## src/rtl/adcsched_pkg.sv

```systemverilog
package adcsched_pkg;

    localparam int NSEQ      = 4;
    localparam int MAX_STEPS = 8;
    localparam int STEP_W    = $clog2(MAX_STEPS);
    localparam int SEQ_W     = $clog2(NSEQ);
    localparam int PRIO_W    = 2;
    localparam int CHAN_W    = 4;
    localparam int DATA_W    = 10;
    localparam int SRC_W     = 3;
    localparam int RES_W     = DATA_W + 1;

    typedef enum logic [SRC_W-1:0] {
        SRC_SW    = 3'd0,
        SRC_TIMER = 3'd1,
        SRC_COMP  = 3'd2,
        SRC_PWM   = 3'd3,
        SRC_GPIO  = 3'd4
    } trig_src_e;

    typedef struct packed {
        logic [CHAN_W-1:0] chan;
        logic              temp;
        logic              diff;
        logic              ie;
        logic              eos;
    } step_cfg_t;

    typedef struct packed {
        logic              en;
        logic [PRIO_W-1:0] prio;
        trig_src_e         src;
    } seq_ctl_t;

    typedef struct packed {
        logic              diff;
        logic [DATA_W-1:0] data;
    } result_t;

    typedef enum logic {
        ST_IDLE = 1'b0,
        ST_WAIT = 1'b1
    } fsm_e;

    // Step capacity (and FIFO depth) of each sequencer.
    function automatic int seq_capacity(input int idx);
        case (idx)
            0:       return 8;
            1:       return 4;
            2:       return 4;
            default: return 1;
        endcase
    endfunction

endpackage

```

## src/rtl/adcsched_trig_latch.sv

```systemverilog
module adcsched_trig_latch
    import adcsched_pkg::*;
(
    input  logic      clk,
    input  logic      rst,
    input  logic      en,
    input  trig_src_e src,
    input  logic      sw_evt,
    input  logic      tmr_evt,
    input  logic      cmp_evt,
    input  logic      pwm_evt,
    input  logic      gpio_evt,
    input  logic      grant,
    output logic      pend
);

    logic sel_evt;

    always_comb begin
        case (src)
            SRC_SW:    sel_evt = sw_evt;
            SRC_TIMER: sel_evt = tmr_evt;
            SRC_COMP:  sel_evt = cmp_evt;
            SRC_PWM:   sel_evt = pwm_evt;
            SRC_GPIO:  sel_evt = gpio_evt;
            default:   sel_evt = 1'b0;
        endcase
    end

    always_ff @(posedge clk) begin
        if (rst) pend <= 1'b0;
        else     pend <= (pend & ~grant) | (en & sel_evt);
    end

    assert_disabled_ignores_R8: assert property (@(posedge clk) disable iff (rst)
        (!en && !pend) |=> !pend);

    assert_pending_held_R9: assert property (@(posedge clk) disable iff (rst)
        (pend && !grant) |=> pend);

endmodule

```

## src/rtl/adcsched_arbiter.sv

```systemverilog
module adcsched_arbiter #(
    parameter int N  = 4,
    parameter int PW = 2,
    localparam int IW = (N > 1) ? $clog2(N) : 1
) (
    input  logic [N-1:0]    pend,
    input  logic [N*PW-1:0] prio_flat,
    output logic            win_valid,
    output logic [IW-1:0]   win_idx
);

    logic [PW-1:0] best;

    // Strict less-than keeps the lower index on equal priority.
    always_comb begin
        win_valid = 1'b0;
        win_idx   = '0;
        best      = '1;
        for (int i = 0; i < N; i++) begin
            if (pend[i] && (!win_valid || (prio_flat[i*PW +: PW] < best))) begin
                win_valid = 1'b1;
                win_idx   = IW'(i);
                best      = prio_flat[i*PW +: PW];
            end
        end
    end

endmodule

```

## src/rtl/adcsched_fifo.sv

```systemverilog
module adcsched_fifo #(
    parameter int DEPTH = 4,
    parameter int W     = 11,
    localparam int PW    = (DEPTH > 1) ? $clog2(DEPTH) : 1,
    localparam int CW    = $clog2(DEPTH + 1),
    localparam int SLOTS = 1 << PW
) (
    input  logic         clk,
    input  logic         rst,
    input  logic         push,
    input  logic [W-1:0] din,
    input  logic         pop,
    output logic [W-1:0] dout,
    output logic         empty,
    output logic         full,
    output logic         ovf
);

    logic [W-1:0]  mem [SLOTS];
    logic [PW-1:0] wptr, rptr;
    logic [CW-1:0] cnt;
    logic          do_push, do_pop;

    assign empty   = (cnt == '0);
    assign full    = (cnt == CW'(DEPTH));
    assign do_push = push && !full;
    assign do_pop  = pop && !empty;
    assign dout    = mem[rptr];

    function automatic logic [PW-1:0] bump(input logic [PW-1:0] p);
        return (p == PW'(DEPTH - 1)) ? '0 : p + 1'b1;
    endfunction

    always_ff @(posedge clk) begin
        if (rst) begin
            wptr <= '0;
            rptr <= '0;
            cnt  <= '0;
            ovf  <= 1'b0;
            for (int i = 0; i < SLOTS; i++) mem[i] <= '0;
        end else begin
            if (do_push) begin
                mem[wptr] <= din;
                wptr      <= bump(wptr);
            end
            if (do_pop) rptr <= bump(rptr);
            cnt <= cnt + CW'(do_push) - CW'(do_pop);
            if (push && full) ovf <= 1'b1;
        end
    end

    assert_no_overflow_R11: assert property (@(posedge clk) disable iff (rst)
        (push && full && !pop) |=> (cnt == $past(cnt)));

    assert_ovf_sticky_R11: assert property (@(posedge clk) disable iff (rst)
        ovf |=> ovf);

    assert_count_bound_R5: assert property (@(posedge clk) disable iff (rst)
        cnt <= CW'(DEPTH));

endmodule

```

## src/rtl/adcsched_top.sv

```systemverilog
module adcsched_top
    import adcsched_pkg::*;
(
    input  logic              clk,
    input  logic              rst,
    input  logic              step_we,
    input  logic [SEQ_W-1:0]  step_seq,
    input  logic [STEP_W-1:0] step_idx,
    input  logic [CHAN_W-1:0] step_chan,
    input  logic              step_temp,
    input  logic              step_diff,
    input  logic              step_ie,
    input  logic              step_eos,
    input  logic              ctl_we,
    input  logic [SEQ_W-1:0]  ctl_seq,
    input  logic              ctl_en,
    input  logic [PRIO_W-1:0] ctl_prio,
    input  logic [SRC_W-1:0]  ctl_src,
    input  logic [NSEQ-1:0]   trig_sw,
    input  logic              trig_timer,
    input  logic              trig_comp,
    input  logic              trig_pwm,
    input  logic              trig_gpio,
    output logic              conv_start,
    output logic [CHAN_W-1:0] conv_chan,
    output logic              conv_temp,
    output logic              conv_diff,
    input  logic              conv_done,
    input  logic [DATA_W-1:0] conv_data,
    input  logic [SEQ_W-1:0]  rd_seq,
    input  logic              rd_pop,
    output logic [DATA_W-1:0] rd_data,
    output logic              rd_diff,
    output logic [NSEQ-1:0]   fifo_empty,
    output logic [NSEQ-1:0]   fifo_ovf,
    output logic [NSEQ-1:0]   irq_raw,
    input  logic [NSEQ-1:0]   irq_clr,
    output logic              busy
);

    step_cfg_t steps [NSEQ][MAX_STEPS];
    seq_ctl_t  ctl_q [NSEQ];

    fsm_e              state;
    logic [SEQ_W-1:0]  cur_seq;
    logic [STEP_W-1:0] cur_step;
    logic [STEP_W-1:0] cur_last_idx;
    logic              start_q;
    step_cfg_t         cur_cfg;
    logic              last_step;

    logic [NSEQ-1:0]        pend, grant, push, pop;
    logic [NSEQ*PRIO_W-1:0] prio_flat;
    logic                   win_valid;
    logic [SEQ_W-1:0]       win_idx;
    logic [RES_W-1:0]       head [NSEQ];
    logic [NSEQ-1:0]        full_unused;
    result_t                rd_res, wr_res;

    // ---------------- configuration storage ----------------
    always_ff @(posedge clk) begin
        if (rst) begin
            for (int s = 0; s < NSEQ; s++) begin
                ctl_q[s] <= '{en: 1'b0, prio: '0, src: SRC_SW};
                for (int k = 0; k < MAX_STEPS; k++) steps[s][k] <= '0;
            end
        end else begin
            if (step_we && (int'(step_idx) < seq_capacity(int'(step_seq))))
                steps[step_seq][step_idx] <= '{chan: step_chan, temp: step_temp,
                                               diff: step_diff, ie: step_ie,
                                               eos: step_eos};
            if (ctl_we)
                ctl_q[ctl_seq] <= '{en: ctl_en, prio: ctl_prio,
                                    src: trig_src_e'(ctl_src)};
        end
    end

    // ---------------- triggers and arbitration ----------------
    for (genvar g = 0; g < NSEQ; g++) begin : g_seq
        adcsched_trig_latch u_trig (
            .clk      (clk),
            .rst      (rst),
            .en       (ctl_q[g].en),
            .src      (ctl_q[g].src),
            .sw_evt   (trig_sw[g]),
            .tmr_evt  (trig_timer),
            .cmp_evt  (trig_comp),
            .pwm_evt  (trig_pwm),
            .gpio_evt (trig_gpio),
            .grant    (grant[g]),
            .pend     (pend[g])
        );

        assign prio_flat[g*PRIO_W +: PRIO_W] = ctl_q[g].prio;
        assign grant[g] = (state == ST_IDLE) && win_valid && (win_idx == SEQ_W'(g));
        assign push[g]  = (state == ST_WAIT) && conv_done && (cur_seq == SEQ_W'(g));
        assign pop[g]   = rd_pop && (rd_seq == SEQ_W'(g));

        adcsched_fifo #(
            .DEPTH (seq_capacity(g)),
            .W     (RES_W)
        ) u_fifo (
            .clk   (clk),
            .rst   (rst),
            .push  (push[g]),
            .din   (wr_res),
            .pop   (pop[g]),
            .dout  (head[g]),
            .empty (fifo_empty[g]),
            .full  (full_unused[g]),
            .ovf   (fifo_ovf[g])
        );

        always_ff @(posedge clk) begin
            if (rst) irq_raw[g] <= 1'b0;
            else     irq_raw[g] <= (irq_raw[g] & ~irq_clr[g]) | (push[g] & cur_cfg.ie);
        end

        assert_irq_after_done_R10: assert property (@(posedge clk) disable iff (rst)
            $rose(irq_raw[g]) |-> $past(conv_done));

        assert_priority_order_R6: assert property (@(posedge clk) disable iff (rst)
            (win_valid && pend[g]) |->
                ((prio_flat[g*PRIO_W +: PRIO_W] > prio_flat[win_idx*PRIO_W +: PRIO_W]) ||
                 ((prio_flat[g*PRIO_W +: PRIO_W] == prio_flat[win_idx*PRIO_W +: PRIO_W]) &&
                  (SEQ_W'(g) >= win_idx))));
    end

    adcsched_arbiter #(
        .N  (NSEQ),
        .PW (PRIO_W)
    ) u_arb (
        .pend      (pend),
        .prio_flat (prio_flat),
        .win_valid (win_valid),
        .win_idx   (win_idx)
    );

    // ---------------- step sequencing ----------------
    always_comb begin
        cur_cfg      = steps[cur_seq][cur_step];
        cur_last_idx = STEP_W'(seq_capacity(int'(cur_seq)) - 1);
        last_step    = cur_cfg.eos || (cur_step == cur_last_idx);
        wr_res       = '{diff: cur_cfg.diff, data: conv_data};
    end

    always_ff @(posedge clk) begin
        if (rst) begin
            state    <= ST_IDLE;
            cur_seq  <= '0;
            cur_step <= '0;
            start_q  <= 1'b0;
        end else begin
            start_q <= 1'b0;
            case (state)
                ST_IDLE: if (win_valid) begin
                    cur_seq  <= win_idx;
                    cur_step <= '0;
                    start_q  <= 1'b1;
                    state    <= ST_WAIT;
                end
                ST_WAIT: if (conv_done) begin
                    if (last_step) begin
                        state <= ST_IDLE;
                    end else begin
                        cur_step <= cur_step + 1'b1;
                        start_q  <= 1'b1;
                    end
                end
                default: state <= ST_IDLE;
            endcase
        end
    end

    assign conv_start = start_q;
    assign conv_chan  = cur_cfg.chan;
    assign conv_temp  = cur_cfg.temp;
    assign conv_diff  = cur_cfg.diff;
    assign busy       = (state == ST_WAIT);

    always_comb begin
        rd_res  = result_t'(head[rd_seq]);
        rd_data = rd_res.data;
        rd_diff = rd_res.diff;
    end

    // ---------------- assertions ----------------
    assert_start_pulse_R12: assert property (@(posedge clk) disable iff (rst)
        conv_start |=> !conv_start);

    assert_one_outstanding_R12: assert property (@(posedge clk) disable iff (rst)
        (busy && !conv_done) |=> !conv_start);

    assert_stop_at_end_R3: assert property (@(posedge clk) disable iff (rst)
        (busy && conv_done && cur_cfg.eos) |=> (!conv_start && !busy));

    assert_cap_limit_R4: assert property (@(posedge clk) disable iff (rst)
        busy |-> (cur_step <= cur_last_idx));

endmodule

```

## config.mk

```make
export PLATFORM = sky130hd
export DESIGN_NAME = adcsched_top
export DESIGN_NICKNAME = d
export VERILOG_FILES = /design/src/rtl/adcsched_pkg.sv /design/src/rtl/adcsched_trig_latch.sv /design/src/rtl/adcsched_arbiter.sv /design/src/rtl/adcsched_fifo.sv /design/src/rtl/adcsched_top.sv
export SDC_FILE = /design/constraint.sdc
export NUM_CORES = 1
export LEC_CHECK = 0
export BUFFER_PORTS_ARGS = -buffer_cell sky130_fd_sc_hd__buf_2
export CORE_MARGIN = 2
export CORE_UTILIZATION = 55
export CTS_BUF_LIST = sky130_fd_sc_hd__clkbuf_4 sky130_fd_sc_hd__clkbuf_8
export DETAILED_ROUTE_END_ITERATION = 8
export MAX_ROUTING_LAYER = met4
export PLACE_DENSITY = 0.72
export SYNTH_ARGS = -nofsm -noshare
export SYNTH_HDL_FRONTEND = slang
export SYNTH_SLANG_ARGS = --single-unit
```

## constraint.sdc

```tcl
create_clock -name clk -period 3.19 [get_ports clk]
set_input_delay 0.1595 -clock clk [delete_from_list [all_inputs] [get_ports clk]]
set_output_delay 0.1595 -clock clk [all_outputs]
set_load 0.02 [all_outputs]
```

==> flow_summary.ini, run 1 <==
[sta]
max_freq_mhz = 320
setup_viol = 0
finalClockSkew_ns = 0.0206
hold_viol_final = 0
tightest_slew_ns = 0.877
holdWs_ns = 0.0591
slew_headroom_pct = 41.1
slew_violations = 0
period_needed_ns = 3.12
fin_crit_sh_pct = 97.9

[global_routing]
antenna_found_initial = 3
first_global_vias = 14700
globalRouteOverflowTotal = 0
grt_max_degree = 52
grt_usage_pct = 26.7
grt_pass1_wl_um = 85400

[setup_path]
start_kind = flop
critPathMaxStageDelay_ns = 0.59
path_common_cell = mux4_2
cp.arrival_ns = 2.96
crit_type = reg -> out
worstSetupEndpointType = output port
worstPathCellList = buf_4 -> mux4_2 -> mux4_2 -> mux2i_2 -> buf_12 -> inv_2 -> buf_2
crit_buf_inv = 4
critPathSlowestCell = mux4_2
crit_path_max_fanout = 14
cp_top_family = multiplexers
crit_required_ns = 3.03

[routing]
drcViolationCount = 0
vias_per_cell = 5.96
routed_wl_um = 56700
ant_nets = 0
first_iter_violations = 1263
wl_per_cell_um = 23.4
num_vias = 14400
drtPass1Iterations = 7

[clocking]
cts_tree = yes
cts_made_buffers = 84
clockBufferDepth = 3
cts.sinks = 520
cts_root_buffer = clkbuf_8
path_clk_slew_ns = 0.06
worstSkewPairLatency_ns = 0.63
h-tree-depth = 3

[logic_synthesis]
synth-seq-cells = 520
ys_warn_count = 0
yosysSeqAreaShare_pct = 63.6
synth_enable_flop_cells = 467
synthArstFlopShare_pct = 0
syn_inst = 1668
syn_nets = 1749
ys.flop_type = edfxtp_1
avgSynthCellArea_um2 = 14.2
yosysUniqueCellTypes = 61
syn_area_um2 = 23700

[layout]
drive_above_1_share_pct = 24.9
fin_util_pct = 62.6
final_common_cell = edfxtp_1
mostFrequentLayoutCells = edfxtp_1 (467), nor2_1 (204), and2_1 (179), and3_1 (135), mux4_2 (130)
fin_nets = 1895
synthToLayoutAreaGrowth_pct = 13.0
final_cells = 2421

[pwr]
power_per_cell_area_nw_per_um2 = 580
swShare_pct = 25.2
comb_power_share_pct = 13.6
leakage_uw = 0.0102
power.internal_uw = 11600
max-vdd-ir-drop_v = 0.000383
pwr-share-clk_pct = 35.4
p_sw_uw = 3910
p_seq_share_pct = 51.0

[floorplanning]
die_x_um = 212
die_h_um = 212
die-area_um2 = 44800
ios = 82
core_area_um2 = 42800
fp-row-count = 76
start_util_pct = 55.4

[placed_design]
dp_cells = 2254
globalplace.congestion = 0.857
place_hpwl_um = 37000
portBuffers = 81

[flow_run]
drv_cap = 0

[min_path]
hold_class = in -> reg

[status]
status = completed
## logic make-up (layout without fill, tap and decap cells)
kind of cell	Yosys count	in the layout	synth area share, %
adders and majority gates	31	31	1.72
muxes	160	160	14.1
AOI/OAI and AO/OA	73	73	1.99
other	0	2	0
and+or+nand+nor	712	712	15.5
xor gates and xnor gates	6	6	0.222
DFF	520	520	63.6
buffers and inverters	166	371	2.86
## per-layer routing
metal / part of all wire [%] / vias up / routed length, µm / GRT usage, %
met2: 50 / 603 / 28600 / 43.4
met5: 0 / - / 0 / -
met4: 2.7 / 0 / 1540 / 9.08
met3: 8.3 / 110 / 4730 / 5.34
li1: - / 6468 / - / -
met1: 38 / 7250 / 21800 / 33.9
## Yosys cell counts, types with 3 or more instances
master / instances / area, µm²
a21oi_1: 20 / 100
a31oi_1: 3 / 18.8
and2_1: 179 / 1120
and3_1: 135 / 845
buf_1: 6 / 22.5
buf_2: 8 / 40.0
buf_4: 10 / 75.1
clkbuf_1: 97 / 364
clkinv_1: 8 / 30.0
dfxtp_1: 53 / 1060
edfxtp_1: 467 / 14000
fa_1: 3 / 60.1
ha_1: 27 / 338
inv_1: 34 / 128
mux2_2: 13 / 146
mux2i_1: 10 / 100
mux4_1: 6 / 158
mux4_2: 130 / 2930
nand2_1: 107 / 402
nand2b_1: 8 / 50.1
nand3_1: 13 / 65.1
nand3b_1: 3 / 22.5
nor2_1: 204 / 766
nor2b_1: 8 / 50.1
nor3_1: 21 / 105
nor3b_1: 9 / 67.6
nor4_1: 4 / 25.0
o21ai_0: 15 / 75.1
o21ai_1: 5 / 25.0
o32ai_1: 6 / 52.6
or2_2: 11 / 68.8
xnor2_1: 3 / 26.3
xor2_1: 3 / 26.3
## power by group through the flow
| stage | registers [µW] | logic [µW] | clock network (µW) |
|---|---|---|---|
| floorplan | 7970 | 1350 | 0 |
| global placement | 8090 | 1920 | 0 |
| CTS | 7930 | 2070 | 5570 |
| detailed placement | 8110 | 1960 | 0 |
| global route | 7960 | 2230 | 5840 |
| finish | 7920 | 2100 | 5500 |
## through the flow
stage / total power [µW] / setup slack, ns / cell area (µm²) / setup TNS (ns)
6_report: 15500 / 0.0660 / 26800 / 0
5_1_grt: 16000 / -0.0126 / 26800 / -0.0126
4_1_cts: 15600 / 0.00524 / 26700 / 0
2_1_floorplan: 9320 / 0.365 / 23700 / 0
3_3_place_gp: 10000 / 0.132 / 24900 / 0
3_5_place_dp: 10100 / -0.0383 / 24900 / -0.0383
## final timing paths
check,endpoint,slack (ns),from,cells after the start
worst min-delay path,g_seq[0].u_trig.pend,0.06,trig_gpio,5
worst max register to register,g_seq[0].u_trig.pend,0.20,ctl_q[1][4],11
worst max-delay path,conv_diff,0.07,flop,7
worst min register to register,irq_raw[3],0.47,irq_raw[3],2
## cell type report
cell class / instances / area, µm²
Sequential cell: 520 / 15100
Timing Repair Buffer: 182 / 1280
Clock inverter: 38 / 220
Fill cell: 3136 / 16000
Inverter: 44 / 165
Clock buffer: 107 / 1360
Multi-Input combinational cell: 982 / 7990
Tap cell: 546 / 683
Antenna cell: 2 / 5.00
## state kept, by name, indices dropped and copies added, names as in the netlist, named ones only
signal / cells
g_seq.u_fifo.ovf: 4
steps: 256
g_seq.u_fifo.full: 1
busy: 1
ctl_q: 24
irq_raw: 4
cur_step: 3
cur_seq: 2
g_seq.u_fifo.rptr: 7
g_seq.u_fifo.wptr: 7
g_seq.u_fifo.mem: 187
g_seq.u_trig.pend: 4
g_seq.u_fifo.cnt: 10
conv_start: 1
## worst min-delay path, cell delays in order
cell	delay [ns]
buf_2	0.13
nand3_1	0.06
o21ai_0	0.08
nand2_1	0.10
a221oi_1	0.09
## timing repair
| action | in CTS | in global routing |
|---|---|---|
| endpoints found under the hold margin | 33 | 0 |
| setup endpoints to repair | 18 | 9 |
| gates resized for setup | 3 | 6 |
| buffers inserted | 6 | 1 |
| hold buffers | 13 | 0 |
Power figures use the tool's default switching activity.
==> inputs of run 2 (changes only) <==
--- a/config.mk
+++ b/config.mk
@@ -5,8 +5,9 @@
 export SDC_FILE = /design/constraint.sdc
 export NUM_CORES = 1
 export LEC_CHECK = 0
+export ABC_AREA = 1
 export BUFFER_PORTS_ARGS = -buffer_cell sky130_fd_sc_hd__buf_2
-export CORE_MARGIN = 2
+export CORE_MARGIN = 4
 export CORE_UTILIZATION = 55
 export CTS_BUF_LIST = sky130_fd_sc_hd__clkbuf_4 sky130_fd_sc_hd__clkbuf_8
 export DETAILED_ROUTE_END_ITERATION = 8
==> run 2 against run 1 <==
Effect of this change: die area rose by 1.7%; highest routed layer unchanged; routed wire length rose by 5.3%; flip-flop and latch count did not move; synthesized cell count rose by 37%; global-route usage rose by 0.13 points; via count rose by 21%; setup slack improved by 0.13 ns; critical path depth did not move; sequential power barely moved; register-to-register slack improved by 0.31 ns; critical path type unchanged; sequential share of layout area rose by 1.8 points.
==> flow_summary.ini, run 2 <==
[sta]
hold_viol_final = 0
slew_violations = 0
max_freq_mhz = 334
setup_viol = 0
tightest_slew_ns = 1.01
holdWs_ns = 0.0485
finalClockSkew_ns = 0.0322
tns_ns = 0
fin_crit_sh_pct = 94.0
period_needed_ns = 3.00
slew_headroom_pct = 32.8
rsz0062_at_grt = no

[flow_run]
drv_cap = 0

[global_routing]
first_global_vias = 16800
grt_usage_pct = 26.8
grt_max_degree = 129
grt_pass1_wl_um = 91600
globalRouteOverflowTotal = 0
antenna_found_initial = 0

[placed_design]
place_hpwl_um = 38100
globalplace.congestion = 0.906
portBuffers = 81

[logic_synthesis]
yosysTopAreaCell = edfxtp_1
yosys-top-cells-area = edfxtp_1 (60%), nor2_1 (12%), dfxtp_1 (4.6%)
ys.flop_type = edfxtp_1
yosysUniqueCellTypes = 44
avgSynthCellArea_um2 = 10.2
syn_nets = 2365
synth_most_common_cell = nor2_1
synthArstFlopShare_pct = 0
syn_area_um2 = 23200
synth_enable_flop_cells = 467
synth_commonest_cells = nor2_1 (755), edfxtp_1 (467), nand2_1 (233)
ys_warn_count = 0
syn_inst = 2284
yosysSeqAreaShare_pct = 65.0
synth_top_area_share_pct = 60.5
synth-seq-cells = 520

[layout]
drive_above_1_share_pct = 12.5
largest_reg_flops = 256
top_register = steps
top_regs = steps x256, g_seq.u_fifo.mem x187, ctl_q x24
nFillCells = 3267
fin_nets = 2441
synthToLayoutAreaGrowth_pct = 11.9
n_antenna_cell = 0
mostFrequentLayoutCells = nor2_1 (755), edfxtp_1 (467), nand2_1 (233), o21ai_0 (191), clkbuf_8 (101)
final_common_cell = nor2_1

[floorplanning]
die_h_um = 213
start_util_pct = 56.2
die_x_um = 213
die-area_um2 = 45500
ios = 82
fp-row-count = 74
core_area_um2 = 41300

[routing]
drtPass1Iterations = 6
drcViolationCount = 0
vias_per_cell = 5.89
wl_per_cell_um = 20.2
first_iter_violations = 2302
num_vias = 17400
routed_wl_um = 59700
ant_nets = 0

[clocking]
cts.sinks = 520
path_clk_slew_ns = 0.06
h-tree-depth = 3
cts_made_buffers = 85
cts_setup_buffers = 0
cts_tree = yes
clockBufferDepth = 3
cts_root_buffer = clkbuf_8
worstSkewPairLatency_ns = 0.66

[setup_path]
cp.arrival_ns = 2.84
worstSetupEndpointType = output port
r2r_cells = 20
crit_type = reg -> out
start_kind = flop
crit_path_max_fanout = 66
crit_required_ns = 3.03

[pwr]
power_uw = 16500
max-vdd-ir-drop_v = 0.000413
power_per_cell_area_nw_per_um2 = 636
leakage_uw = 0.0101

[status]
status = completed

[min_path]
hold-path-cell-count = 4
hold_class = in -> reg
[run 2: where the power goes]
part	total (µW)	leakage (µW)	switching, µW	internal, µW
logic	2450	0.00414	1740	713
registers	7950	0.00503	167	7790
clock network	6100	0.000962	2670	3430
[run 2: metal layers]
| metal | part of all wire (%) | track usage [%] |
|---|---|---|
| met1 | 38 | 33.6 |
| met2 | 49 | 43.9 |
| met4 | 3.8 | 11.3 |
| met5 | 0 | - |
| met3 | 8.8 | 4.42 |
[run 2: worst max-delay path, cell delays in order (launching register included)]
cell      delay (ns)
dfxtp_2         0.36
buf_4           0.51
o21ai_0         0.26
o22ai_1         0.29
a22o_1          0.22
a221oi_1        0.08
a21oi_1         0.27
buf_2           0.21
[run 2: through the flow]
stage	utilization (%)	instances	setup slack [ns]	area [µm²]
floorplan	-	2284	0.875	23200
global placement	58.0	2787	0.396	24000
detailed placement	58.0	2787	0.360	24000
CTS	62.8	2960	0.128	25900
global route	62.8	2960	0.0661	25900
finish	62.8	2960	0.192	25900
[run 2: cell type report]
type	count	area, µm²	area share [%]
clock buffers	135	1650	6.34
clock inverters	20	151	0.583
flip-flops and latches	520	15100	58.2
multi-input cells	1496	7000	27.0
inverters	117	442	1.70
well taps	532	666	2.57
repair buffers	140	956	3.68
[run 2: worst paths after layout]
path / from / endpoint / slack (ns)
worst max-delay path: flop / conv_chan[2] / 0.19
worst max register to register: ctl_q[1][4] / cur_seq[1] / 0.51
worst min register to register: irq_raw[2] / irq_raw[2] / 0.46
worst min-delay path: rd_seq[0] / g_seq[1].u_fifo.rptr[1] / 0.05
[run 2: cells by family (layout without fill, tap and decap cells)]
| kind of cell | count (synthesis) | after routing | share of synthesized area, % |
|---|---|---|---|
| compound gates | 397 | 397 | 10.2 |
| flops | 520 | 520 | 65.0 |
| fa+ha+maj | 30 | 30 | 1.72 |
| buf+inv | 268 | 412 | 4.80 |
| simple gates | 1051 | 1051 | 17.6 |
| xor+xnor | 4 | 4 | 0.151 |
| mux | 14 | 14 | 0.604 |
[run 2: timing repair]
action / CTS / global route
hold buffers: 18 / 0
endpoints found under the setup margin: 0 / 2
hold endpoints to repair: 40 / 0
gates resized for setup: 0 / 1
